**src/rtl/edge_sched_pkg.sv**
```systemverilog
package edge_sched_pkg;
  typedef enum logic [0:0] {
    ST_START = 1'b0,
    ST_WAIT  = 1'b1
  } sched_state_e;
endpackage

```
**src/rtl/edge_sched_split.sv**
```systemverilog
// Splits a half-period into whole coarse cycles and a sub-cycle remainder.
module edge_sched_split #(
  parameter int HP_W   = 16,
  parameter int DIV_W  = 6,
  parameter int FINE_W = 10,
  parameter int UNITS  = 1000
) (
  input  logic [HP_W-1:0]   hp_i,
  output logic [DIV_W-1:0]  base_o,
  output logic [FINE_W-1:0] rem_o
);
  localparam logic [HP_W-1:0] UnitsHp = HP_W'(UNITS);

  always_comb begin
    base_o = DIV_W'(hp_i / UnitsHp);
    rem_o  = FINE_W'(hp_i % UnitsHp);
  end
endmodule

```
**src/rtl/edge_sched_acc.sv**
```systemverilog
// Sub-cycle phase residue; a carry out bumps the divisor of that edge.
module edge_sched_acc #(
  parameter int DIV_W  = 6,
  parameter int FINE_W = 10,
  parameter int UNITS  = 1000
) (
  input  logic              clk_i,
  input  logic              rst_ni,
  input  logic              step_i,
  input  logic [DIV_W-1:0]  base_i,
  input  logic [FINE_W-1:0] rem_i,
  output logic [DIV_W-1:0]  div_o,
  output logic [FINE_W-1:0] fine_o
);
  localparam int SUM_W = FINE_W + 1;
  localparam logic [SUM_W-1:0] UnitsSum = SUM_W'(UNITS);

  logic [FINE_W-1:0] frac_q;
  logic [SUM_W-1:0]  sum;
  logic [SUM_W-1:0]  sum_red;
  logic              wrap;

  always_comb begin
    sum     = {1'b0, frac_q} + {1'b0, rem_i};
    wrap    = (sum >= UnitsSum);
    sum_red = wrap ? (sum - UnitsSum) : sum;
    fine_o  = sum_red[FINE_W-1:0];
    div_o   = base_i + DIV_W'(wrap);
  end

  always_ff @(posedge clk_i or negedge rst_ni) begin
    if (!rst_ni)     frac_q <= '0;
    else if (step_i) frac_q <= fine_o;
  end
endmodule

```
**src/rtl/edge_sched_ctrl.sv**
```systemverilog
// Issue sequencing: first word after reset, then one per accepted ready.
module edge_sched_ctrl
  import edge_sched_pkg::*;
(
  input  logic clk_i,
  input  logic rst_ni,
  input  logic ready_i,
  output logic step_o,
  output logic load_o
);
  sched_state_e state_q;
  logic         load_q;

  // ready seen during the strobe cycle belongs to the old edge
  assign step_o = (state_q == ST_START) || (ready_i && !load_q);
  assign load_o = load_q;

  always_ff @(posedge clk_i or negedge rst_ni) begin
    if (!rst_ni) begin
      state_q <= ST_START;
      load_q  <= 1'b0;
    end else begin
      load_q <= step_o;
      if (step_o) state_q <= ST_WAIT;
    end
  end
endmodule

```
**src/rtl/edge_sched.sv**
```systemverilog
module edge_sched #(
  parameter int HP_W         = 16,
  parameter int DIV_W        = 6,
  parameter int FINE_W       = 10,
  parameter int COARSE_UNITS = 1000
) (
  input  logic                    clk_i,
  input  logic                    rst_ni,
  input  logic [HP_W-1:0]         half_period_i,
  input  logic                    ready_i,
  output logic [DIV_W+FINE_W-1:0] word_o,
  output logic                    load_o
);
  localparam int WORD_W = DIV_W + FINE_W;

  logic [DIV_W-1:0]  base;
  logic [FINE_W-1:0] rem;
  logic [DIV_W-1:0]  div_nxt;
  logic [FINE_W-1:0] fine_nxt;
  logic              step;
  logic [WORD_W-1:0] word_q;

  edge_sched_split #(
    .HP_W(HP_W), .DIV_W(DIV_W), .FINE_W(FINE_W), .UNITS(COARSE_UNITS)
  ) u_split (
    .hp_i(half_period_i), .base_o(base), .rem_o(rem)
  );

  edge_sched_acc #(
    .DIV_W(DIV_W), .FINE_W(FINE_W), .UNITS(COARSE_UNITS)
  ) u_acc (
    .clk_i(clk_i), .rst_ni(rst_ni), .step_i(step),
    .base_i(base), .rem_i(rem), .div_o(div_nxt), .fine_o(fine_nxt)
  );

  edge_sched_ctrl u_ctrl (
    .clk_i(clk_i), .rst_ni(rst_ni), .ready_i(ready_i),
    .step_o(step), .load_o(load_o)
  );

  always_ff @(posedge clk_i or negedge rst_ni) begin
    if (!rst_ni)   word_q <= '0;
    else if (step) word_q <= {div_nxt, fine_nxt};
  end

  assign word_o = word_q;
endmodule

```
**config.mk**
```make
export PLATFORM = sky130hd
export DESIGN_NAME = edge_sched
export DESIGN_NICKNAME = d
export VERILOG_FILES = /design/src/rtl/edge_sched_pkg.sv /design/src/rtl/edge_sched_split.sv /design/src/rtl/edge_sched_acc.sv /design/src/rtl/edge_sched_ctrl.sv /design/src/rtl/edge_sched.sv
export SDC_FILE = /design/constraint.sdc
export NUM_CORES = 1
export LEC_CHECK = 0
export BUFFER_PORTS_ARGS = -buffer_cell sky130_fd_sc_hd__buf_4
export CORE_MARGIN = 2
export CORE_UTILIZATION = 45
export DETAILED_ROUTE_END_ITERATION = 8
export MAX_ROUTING_LAYER = met4
export PLACE_DENSITY_LB_ADDON = 0.08
export SLEW_MARGIN = 20
export SYNTH_ARGS = -nofsm -noshare
export SYNTH_HDL_FRONTEND = slang
export SYNTH_SLANG_ARGS = --single-unit
```
**constraint.sdc**
```tcl
create_clock -name clk_i -period 3.4 [get_ports clk_i]
set_input_delay 0.51 -clock clk_i [delete_from_list [all_inputs] [get_ports clk_i]]
set_output_delay 0.51 -clock clk_i [all_outputs]
set_load 0.1 [all_outputs]
```
==> results of run 1 <==
## through the flow
step | total power [uW] | setup WS, ns | hold WS, ns | instance area (um2)
6_report | 4630 | -3.31 | 0.0935 | 4870
5_1_grt | 4940 | -3.58 | 0.120 | 4870
4_1_cts | 4310 | -3.19 | 0.109 | 4690
3_5_place_dp | 3780 | -3.68 | 0.394 | 4030
3_3_place_gp | 3720 | -3.60 | 0.390 | 4030
2_1_floorplan | 2630 | -3.55 | 0.214 | 2920
## what timing repair did
action	4_1_cts	5_1_grt
pin swaps	48	35
hold buffers	0	0
setup buffers	26	7
cloned	2	0
endpoints found under the setup margin	13	13
resized for setup	79	28
## layer usage
layer	up-vias	wire (um)
met1	1618	4120
met3	14	300
met2	75	4940
met5	-	0
li1	1640	-
met4	0	127
## power groups by stage
stage	Combinational, uW	Clock [uW]	Sequential [uW]
final	4050	185	398
after global routing	4340	191	408
after CTS	3730	187	394
after detailed placement	3380	0	398
after global placement	3330	0	395
after floorplan	1590	0	1030
## synthesized netlist by cell type (all sizes together), types with 3 or more instances
| master | instances | area share, % |
|---|---|---|
| mux2i | 9 | 3.4 |
| o21bai | 4 | 1.1 |
| clkbuf | 5 | 0.67 |
| xnor2 | 20 | 6.8 |
| nor3b | 6 | 1.6 |
| o31ai | 3 | 0.81 |
| nand4 | 4 | 0.90 |
| o21a | 5 | 1.5 |
| nand2 | 27 | 3.9 |
| nand3 | 7 | 1.3 |
| nor3 | 7 | 1.3 |
| a31oi | 4 | 1.1 |
| mux2 | 3 | 1.2 |
| inv | 20 | 2.8 |
| and3 | 3 | 0.67 |
| and2 | 10 | 2.4 |
| buf | 12 | 2.4 |
| ha | 14 | 6.3 |
| o21ai | 24 | 5.3 |
| a211oi | 7 | 2.2 |
| o211ai | 8 | 2.5 |
| a21o | 7 | 1.9 |
| dfrtp | 18 | 16 |
| a221oi | 4 | 1.5 |
| a21oi | 34 | 7.6 |
| nor2 | 39 | 5.3 |
| xor2 | 10 | 3.1 |
## cell type report
type	count	area, um2
Inverter	20	77.6
Sequential cell	18	450
Fill cell	365	1080
Timing Repair Buffer	182	1510
Tap cell	75	93.8
Clock buffer	4	55.1
Multi-Input combinational cell	301	2690
## critical path: cells and delay by family
family / cells / cell delay [ns]
and+or+nand+nor: 8 / 1.60
AOI/OAI and AO/OA: 17 / 3.07
adders and majority gates: 3 / 0.71
buffers and inverters: 3 / 0.49
xor gates and xnor gates: 3 / 0.45
## flip-flops by register name, indices dropped and copies added (netlist names)
| name | count |
|---|---|
| u_ctrl.load_o | 1 |
| u_ctrl.state_q | 1 |
| word_o | 16 |
## path summary, 6_finish.rpt
kind / from / endpoint / slack (ns) / cells after the start
max: half_period_i[12] / word_o[15] / -3.31 / 34
min: rst_ni / word_o[8] / 0.09 / 1
max reg2reg: word_o[0] / word_o[15] / -0.10 / 19
min reg2reg: u_ctrl.state_q / u_ctrl.load_o / 0.52 / 1
max in group asynchronous: rst_ni / word_o[13] / 3.10 / 1
min in group clk_i: u_ctrl.state_q / u_ctrl.load_o / 0.52 / 1
## cell families (layout without fill, tap and decap cells)
kind of cell               count (synthesis)  after routing
AOI/OAI and AO/OA                        126            126
xor gates and xnor gates                  30             30
adders and majority gates                 16             16
buffers and inverters                     37            206
DFF                                       18             18
muxes                                     12             12
other                                      1              1
and+or+nand+nor                          116            116
==> key figures, run 1 <==
Setup path
  • Crit start category: input pin
  • Slowest cell delay on critical path: 0.49 ns
  • Critical Path Most Common Cell: a21o_1
  • Crit path DAT: 6.85 ns
  • Slowest CP cell: or4_4
  • Setup CP Type: in -> reg
  • Crit end category: flip-flop
  • CP Max Fanout: 5
  • CP Data Required Time: 3.54 ns

Global route
  • Met1 usage: 34.1%
  • GR met2 Demand/Resource: 49.7%
  • Initial antenna violation count: 0
  • GR peak layer: met2
  • First-pass GRT wire length: 14800 um
  • Overflow after GRT: 0
  • Largest net degree at the start of global routing: 22
  • M3 GR Usage: 3.48%
  • GRT Util Overall: 28.1%
  • Number of global-route vias before repair: 3284

Die
  • Cell row count: 28
  • Die height: 82.7 um
  • Core ar.: 5960 um2
  • Starting density of the core: 46.8%
  • IO Pins: 36
  • Die width: 82.7 um
  • Die area: 6830 um2

CTS
  • Clock transition at path regs: 0.08 ns
  • H-tree Lvls: 1
  • Longest Clk Path Bufs: 2
  • Sinks on Clock Net: 18
  • Root Buffer Master: clkbuf_8
  • Total CTS buffers: 3
  • CTS tree: built
  • Clk_lat worst skew: 0.27 ns

Final layout
  • Non-Filler Instances: 600
  • Fin util: 81.8%
  • Commonest non-fill, non-tap cell in the layout: buf_4
  • Most frequent cells in the layout: buf_4, nor2_1, a21oi_1, nand2_1, dfrtp_1
  • Synthesis-to-layout area growth: 74.9%
  • Ant. Diodes: 0
  • Share of cells above drive strength 1: 55.2%
  • NumNets Final: 560

Timing
  • Final Skew: 0.0103 ns
  • Crit path time final: 6.71 ns
  • Highest clock rate: 0.149 GHz
  • Setup_tns: -40.62 ns
  • Post-route setup slack: -3.31 ns
  • RSZ-0062 raised after global routing: true
  • Fin crit share: 197%
  • Slew Viols, Final: 0
  • Setup Viol. Count Final: 13
  • Count of final hold-check violations: 0

Logic synthesis
  • Post-Syn Area: 2790 um2
  • Post-Syn Instances: 356
  • Yosys cell types: 79
  • EDFF count, synth: 0
  • Yosys Warn Count: 0
  • Post-Synth XOR/XNOR Area: 9.97%
  • Seq cells post-synth: 18
  • Largest family of logic cells by synthesized area: compound AO/OA/AOI/OAI gates
  • Avg Synthesized Cell Area: 7.82 um2
  • Post-synthesis mux area share: 4.58%
  • Net Count, Synth: 390
  • Synth Area in Compound Gates: 35.1%
  • Post-Synth Simple-Gate Area: 20.8%
  • Ys flop type: dfrtp_1
  • Seq/Total Area, Yosys: 16.2%
  • Synthesized-area fraction occupied by adder cells: 7.41%
  • Async S/R FF share, synth: 100%

Route
  • First drt pass iteration count: 4
  • WL final: 9480 um
  • Routed vias/inst: 5.58
  • Via count: 3347
  • Detailed Route Iter0 Violations: 90
  • Post-route ant nets: 0
  • DRC: 0
  • Wirelength per Cell: 15.8 um

Power
  • LEAKAGE: 0.00215 uW
  • Worst VDD drop: 0.00124 V
  • Clock power frac: 4.0%
  • Net Switching: 2380 uW
  • PwrDens: 950 nW/um2
  • Internal power: 2260 uW
  • Sw Ratio: 51.3%
  • Comb pwr share: 87.4%
  • Reg power frac: 8.6%

Job
  • Max Cap Viol: 0

Placed design
  • RePlAce Congestion: 0.933
  • I/O Buffers: 35
  • Hpwl dp: 6210 um
  • Dpl cells: 563

Hold path
  • Hold Crit Class: in -> async

Outcome
  • Failing checks: negative setup slack
  • Result of the run: complete, but fails checks
No activity file was read; power rests on OpenSTA's default activity.
==> run 2, diff against run 1 <==
--- a/config.mk
+++ b/config.mk
@@ -5,12 +5,13 @@
 export SDC_FILE = /design/constraint.sdc
 export NUM_CORES = 1
 export LEC_CHECK = 0
-export BUFFER_PORTS_ARGS = -buffer_cell sky130_fd_sc_hd__buf_4
 export CORE_MARGIN = 2
 export CORE_UTILIZATION = 45
 export DETAILED_ROUTE_END_ITERATION = 8
+export DONT_BUFFER_PORTS = 1
 export MAX_ROUTING_LAYER = met4
 export PLACE_DENSITY_LB_ADDON = 0.08
+export SETUP_SLACK_MARGIN = 0.5
 export SLEW_MARGIN = 20
 export SYNTH_ARGS = -nofsm -noshare
 export SYNTH_HDL_FRONTEND = slang
==> run 2 against run 1 <==
The run still ends with negative setup slack left. Register-to-register slack gained 0.15 ns. Cell count is 7.0% lower. Sequential share of layout area up 1.2 points. Largest power group unchanged. Flip-flop and latch count unchanged. Combinational power fell by 2%. Worst hold slack better by 0.29 ns. Highest routed layer unchanged. Clock-buffer cell count unchanged. Die area is the same.
==> key figures, run 2 (synthesized netlist as in run 1, its figures left out) <==
Final layout
  • Largest register FFs: 16
  • Design Area, Final: 4320 um2
  • Synthesis-to-layout area growth: 55.0%
  • Most frequent cells in the layout: buf_4, nor2_1, nand2_1, a21oi_1, dfrtp_1
  • Share of cells above drive strength 1: 49.3%
  • NumNets Final: 518
  • Ant. Diodes: 0
  • Commonest non-fill, non-tap cell in the layout: buf_4

Placed design
  • Hpwl dp: 6280 um
  • Placed cell area: 3730 um2
  • RePlAce Congestion: 0.867
  • I/O Buffers: 0

Setup path
  • WP buf/inv: 5
  • CP Data Required Time: 3.53 ns
  • CP Max Fanout: 9
  • Critical Path Most Common Cell: buf_4
  • Crit end category: flip-flop
  • Stages on worst setup path: 34
  • Setup slack, reg-to-reg: 0.05 ns
  • Worst Reg-to-Reg Cells: 19
  • Setup CP Type: in -> reg
  • Crit path DAT: 6.83 ns
  • Slowest cell delay on critical path: 0.40 ns
  • CP top delay family: compound AO/OA/AOI/OAI gates
  • Crit start category: input pin
  • Slowest CP cell: or3b_4

Die
  • Die width: 82.7 um
  • Die height: 82.7 um
  • IO Pins: 36
  • Core ar.: 5960 um2
  • Starting density of the core: 46.8%
  • Die area: 6830 um2
  • Cell row count: 28

CTS
  • Clock transition at path regs: 0.07 ns
  • Longest Clk Path Bufs: 2
  • H-tree Lvls: 1
  • CTS tree: built
  • Root Buffer Master: clkbuf_8
  • Total CTS buffers: 3
  • Sinks on Clock Net: 18
  • Clk_lat worst skew: 0.26 ns

Timing
  • Slew at the pin closest to its max-slew limit: 0.938 ns
  • RSZ-0062 raised after global routing: true
  • Setup_tns: -41.34 ns
  • Crit path time final: 6.70 ns
  • Slew Viols, Final: 0
  • Highest clock rate: 0.149 GHz
  • Count of final hold-check violations: 0
  • Final Skew: 0.00892 ns
  • Fin crit share: 197%
  • Slew HR: 37.5%
  • Setup Viol. Count Final: 13
  • Post-route setup slack: -3.30 ns

Power
  • LEAKAGE: 0.00188 uW
  • PwrDens: 1100 nW/um2
  • Worst VDD drop: 0.00136 V

Outcome
  • Result of the run: complete, but fails checks
  • Failing checks: negative setup slack

Global route
  • Largest net degree at the start of global routing: 29
  • Initial antenna violation count: 0
  • Number of global-route vias before repair: 2844
  • First-pass GRT wire length: 13100 um
  • Overflow after GRT: 0
  • GRT Util Overall: 24.8%

Hold path
  • Hold path depth: 2
  • Hold Crit Class: in -> reg

Route
  • First drt pass iteration count: 4
  • DRC: 0
  • Via count: 3101
  • Detailed Route Iter0 Violations: 116
  • WL final: 8510 um
  • Wirelength per Cell: 15.3 um
  • Post-route ant nets: 0
  • Routed vias/inst: 5.56

Job
  • Max Cap Viol: 0
-- run 2: path summary, 6_finish.rpt --
| path | start | end |
|---|---|---|
| min | ready_i | u_ctrl.load_o |
| max | half_period_i[12] | word_o[15] |
| min reg2reg | u_ctrl.state_q | u_ctrl.load_o |
| max in group asynchronous | rst_ni | word_o[10] |
| max reg2reg | word_o[0] | word_o[15] |
| min in group asynchronous | rst_ni | word_o[6] |
-- run 2: timing repair --
item                                    in CTS  in global routing
endpoints found under the setup margin      13                 13
resized for setup                           42                 28
pin swaps                                   49                 48
endpoints found under the hold margin       18                  0
buffers inserted                            17                 11
hold buffers                                 1                  0
-- run 2: report_power, final --
group / switching [uW] / internal, uW
registers: 284 / 314
logic: 2030 / 1940
clock network: 76.8 / 103
total: 2390 / 2350
-- run 2: through the flow --
step           power (uW)  setup slack (ns)  cells  hold slack, ns  utilization (%)
2_1_floorplan        2630             -3.55    356           0.214                -
3_3_place_gp         3700             -3.46    525           0.215             62.6
3_5_place_dp         3760             -3.59    525           0.215             62.6
4_1_cts              4420             -3.16    547           0.387             69.4
5_1_grt              5040             -3.57    558           0.404             72.5
6_report             4740             -3.30    558           0.388             72.5
-- run 2: cell type report --
type	count	area [um2]
well taps	75	93.8
repair buffers	140	1080
clock buffers	4	55.1
flip-flops and latches	18	450
multi-input cells	301	2550
inverters	20	80.1
fillers	460	1640
-- run 2: layer usage --
metal / GRT usage (%) / vias up / part of all wire (%)
met3: 3.15 / 8 / 2.9
met2: 44.1 / 47 / 53
li1: - / 1573 / -
met5: - / - / 0
met1: 31.9 / 1473 / 43
met4: 0.820 / 0 / 0.79
==> run 3, diff against run 2 <==
--- a/config.mk
+++ b/config.mk
@@ -5,10 +5,11 @@
 export SDC_FILE = /design/constraint.sdc
 export NUM_CORES = 1
 export LEC_CHECK = 0
+export ABC_CLOCK_PERIOD_IN_PS = 3400
+export BUFFER_PORTS_ARGS = -buffer_cell sky130_fd_sc_hd__buf_4
 export CORE_MARGIN = 2
 export CORE_UTILIZATION = 45
 export DETAILED_ROUTE_END_ITERATION = 8
-export DONT_BUFFER_PORTS = 1
 export MAX_ROUTING_LAYER = met4
 export PLACE_DENSITY_LB_ADDON = 0.08
 export SETUP_SLACK_MARGIN = 0.5
==> run 3 against run 2 <==
The run still ends with negative setup slack left. Sequential power shrank 33%. Critical path depth up 2. Sequential share of layout area fell by 1.2 points. Cell count grew 7.7%. Largest power group unchanged.
==> key figures, run 3 (synthesized netlist as in run 1, its figures left out) <==
Outcome
  • Result of the run: complete, but fails checks
  • Failing checks: negative setup slack

Timing
  • Fin crit share: 203%
  • Setup Viol. Count Final: 13
  • Count of final hold-check violations: 0
  • Crit path time final: 6.90 ns
  • Final Skew: 0.00819 ns
  • Slew Viols, Final: 0
  • Highest clock rate: 0.145 GHz
  • RSZ-0062 raised after global routing: true
  • Setup_tns: -43.30 ns
  • Post-route setup slack: -3.50 ns

Die
  • Die area: 6830 um2
  • Starting density of the core: 46.8%
  • Die height: 82.7 um
  • Core ar.: 5960 um2
  • Cell row count: 28
  • IO Pins: 36
  • Die width: 82.7 um

CTS
  • Root Buffer Master: clkbuf_8
  • Sinks on Clock Net: 18
  • Total CTS buffers: 3
  • Clock transition at path regs: 0.08 ns
  • CTS Hold Bufs: 0
  • Clk_lat worst skew: 0.27 ns
  • H-tree Lvls: 1
  • Longest Clk Path Bufs: 2
  • CTS tree: built

Final layout
  • Most frequent cells in the layout: buf_4, nor2_1, a21oi_1, nand2_1, dfrtp_1
  • Largest register FFs: 16
  • Commonest non-fill, non-tap cell in the layout: buf_4
  • NumNets Final: 561
  • Filler cells: 359
  • Share of cells above drive strength 1: 54.4%
  • Ant. Diodes: 0
  • Design Area, Final: 4870 um2
  • Synthesis-to-layout area growth: 74.7%

Route
  • Post-route ant nets: 0
  • Via count: 3401
  • WL final: 9770 um
  • Detailed Route Iter0 Violations: 175
  • DRC: 0
  • Wirelength per Cell: 16.2 um
  • First drt pass iteration count: 4
  • Routed vias/inst: 5.66

Global route
  • Largest net degree at the start of global routing: 22
  • Initial antenna violation count: 0
  • GRT Util Overall: 28.6%
  • Overflow after GRT: 0
  • Number of global-route vias before repair: 3342
  • First-pass GRT wire length: 14900 um

Setup path
  • Slowest cell delay on critical path: 0.52 ns
  • Slowest CP cell: or4_4
  • Crit end category: flip-flop
  • Critical Path Most Common Cell: a21o_1
  • CP Max Fanout: 7
  • CP Data Required Time: 3.53 ns
  • Setup CP Type: in -> reg
  • Crit start category: input pin
  • Crit path DAT: 7.03 ns
  • Setup slack, reg-to-reg: -0.16 ns

Power
  • PwrDens: 962 nW/um2
  • Worst VDD drop: 0.00125 V
  • LEAKAGE: 0.00214 uW
  • Total power: 4680 uW

Placed design
  • Hpwl dp: 6210 um
  • I/O Buffers: 35
  • RePlAce Congestion: 0.933
  • Worst slack, placed: -3.68 ns
  • Placed cell area: 4030 um2

Hold path
  • Hold Crit Class: in -> async

Job
  • Max Cap Viol: 0
==> run 3: changes by cell type in the layout (fill, tap and decap cells not counted), moves of 2 or more <==
cell / before / now
buf_8: 0 / 3
buf_6: 8 / 11
nand2_2: 3 / 6
nand2_1: 22 / 19
buf_4: 131 / 163
xnor2_4: 0 / 2
xnor2_2: 8 / 4
o21ai_1: 5 / 3
xnor2_1: 12 / 14
buf_16: 0 / 2
buf_12: 0 / 4
a21oi_2: 7 / 5
==> run 3: critical path: cells and delay by family <==
family | cells | cell delay [ns]
XOR/XNOR | 3 | 0.45
adder cells (fa/ha/maj) | 3 | 0.71
AND/OR/NAND/NOR | 9 | 1.68
AO/OA/AOI/OAI | 17 | 3.22
buffers and inverters | 4 | 0.43
==> run 3: worst paths after layout <==
| path | from | cells after the start | to |
|---|---|---|---|
| min reg2reg | word_o[11] | 1 | word_o[11] |
| max | half_period_i[14] | 36 | word_o[15] |
| max reg2reg | word_o[0] | 19 | word_o[15] |
| min in group clk_i | word_o[11] | 1 | word_o[11] |
| min | rst_ni | 1 | word_o[6] |
| max in group asynchronous | rst_ni | 1 | word_o[15] |
==> run 3: area by class of cell <==
| cell class | count | area [um2] | area share, % |
|---|---|---|---|
| Multi-Input combinational cell | 301 | 2660 | 54.7 |
| Inverter | 20 | 77.6 | 1.59 |
| Clock buffer | 4 | 55.1 | 1.13 |
| Tap cell | 75 | 93.8 | 1.93 |
| Timing Repair Buffer | 183 | 1530 | 31.4 |
| Sequential cell | 18 | 450 | 9.26 |
==> run 3: metrics by stage <==
step,hold slack [ns],util (%),cells
after global placement,0.390,67.6,563
after CTS,0.109,79.0,595
after floorplan,0.214,-,356
after detailed placement,0.394,67.6,563
after global routing,0.122,81.7,601
final,0.0994,81.7,601
==> run 3: where the power goes <==
part	total, uW	switching (uW)	internal (uW)
Clock	184	80.8	103
Sequential	400	80.5	319
Combinational	4100	2230	1870
Total	4680	2390	2290
==> run 3: per-layer routing <==
metal | GRT usage [%] | wire length [um] | part of all wire, %
met5 | - | 0 | 0
met4 | 6.39 | 104 | 1.1
met3 | 3.48 | 259 | 2.7
met2 | 52.5 | 5250 | 54
met1 | 33.3 | 4150 | 42
==> run 3: repair_timing <==
| item | 4_1_cts | 5_1_grt |
|---|---|---|
| pin swaps | 49 | 22 |
| setup endpoints to repair | 13 | 13 |
| cloned | 2 | 0 |
| resized for setup | 81 | 23 |
| buffers inserted | 26 | 6 |
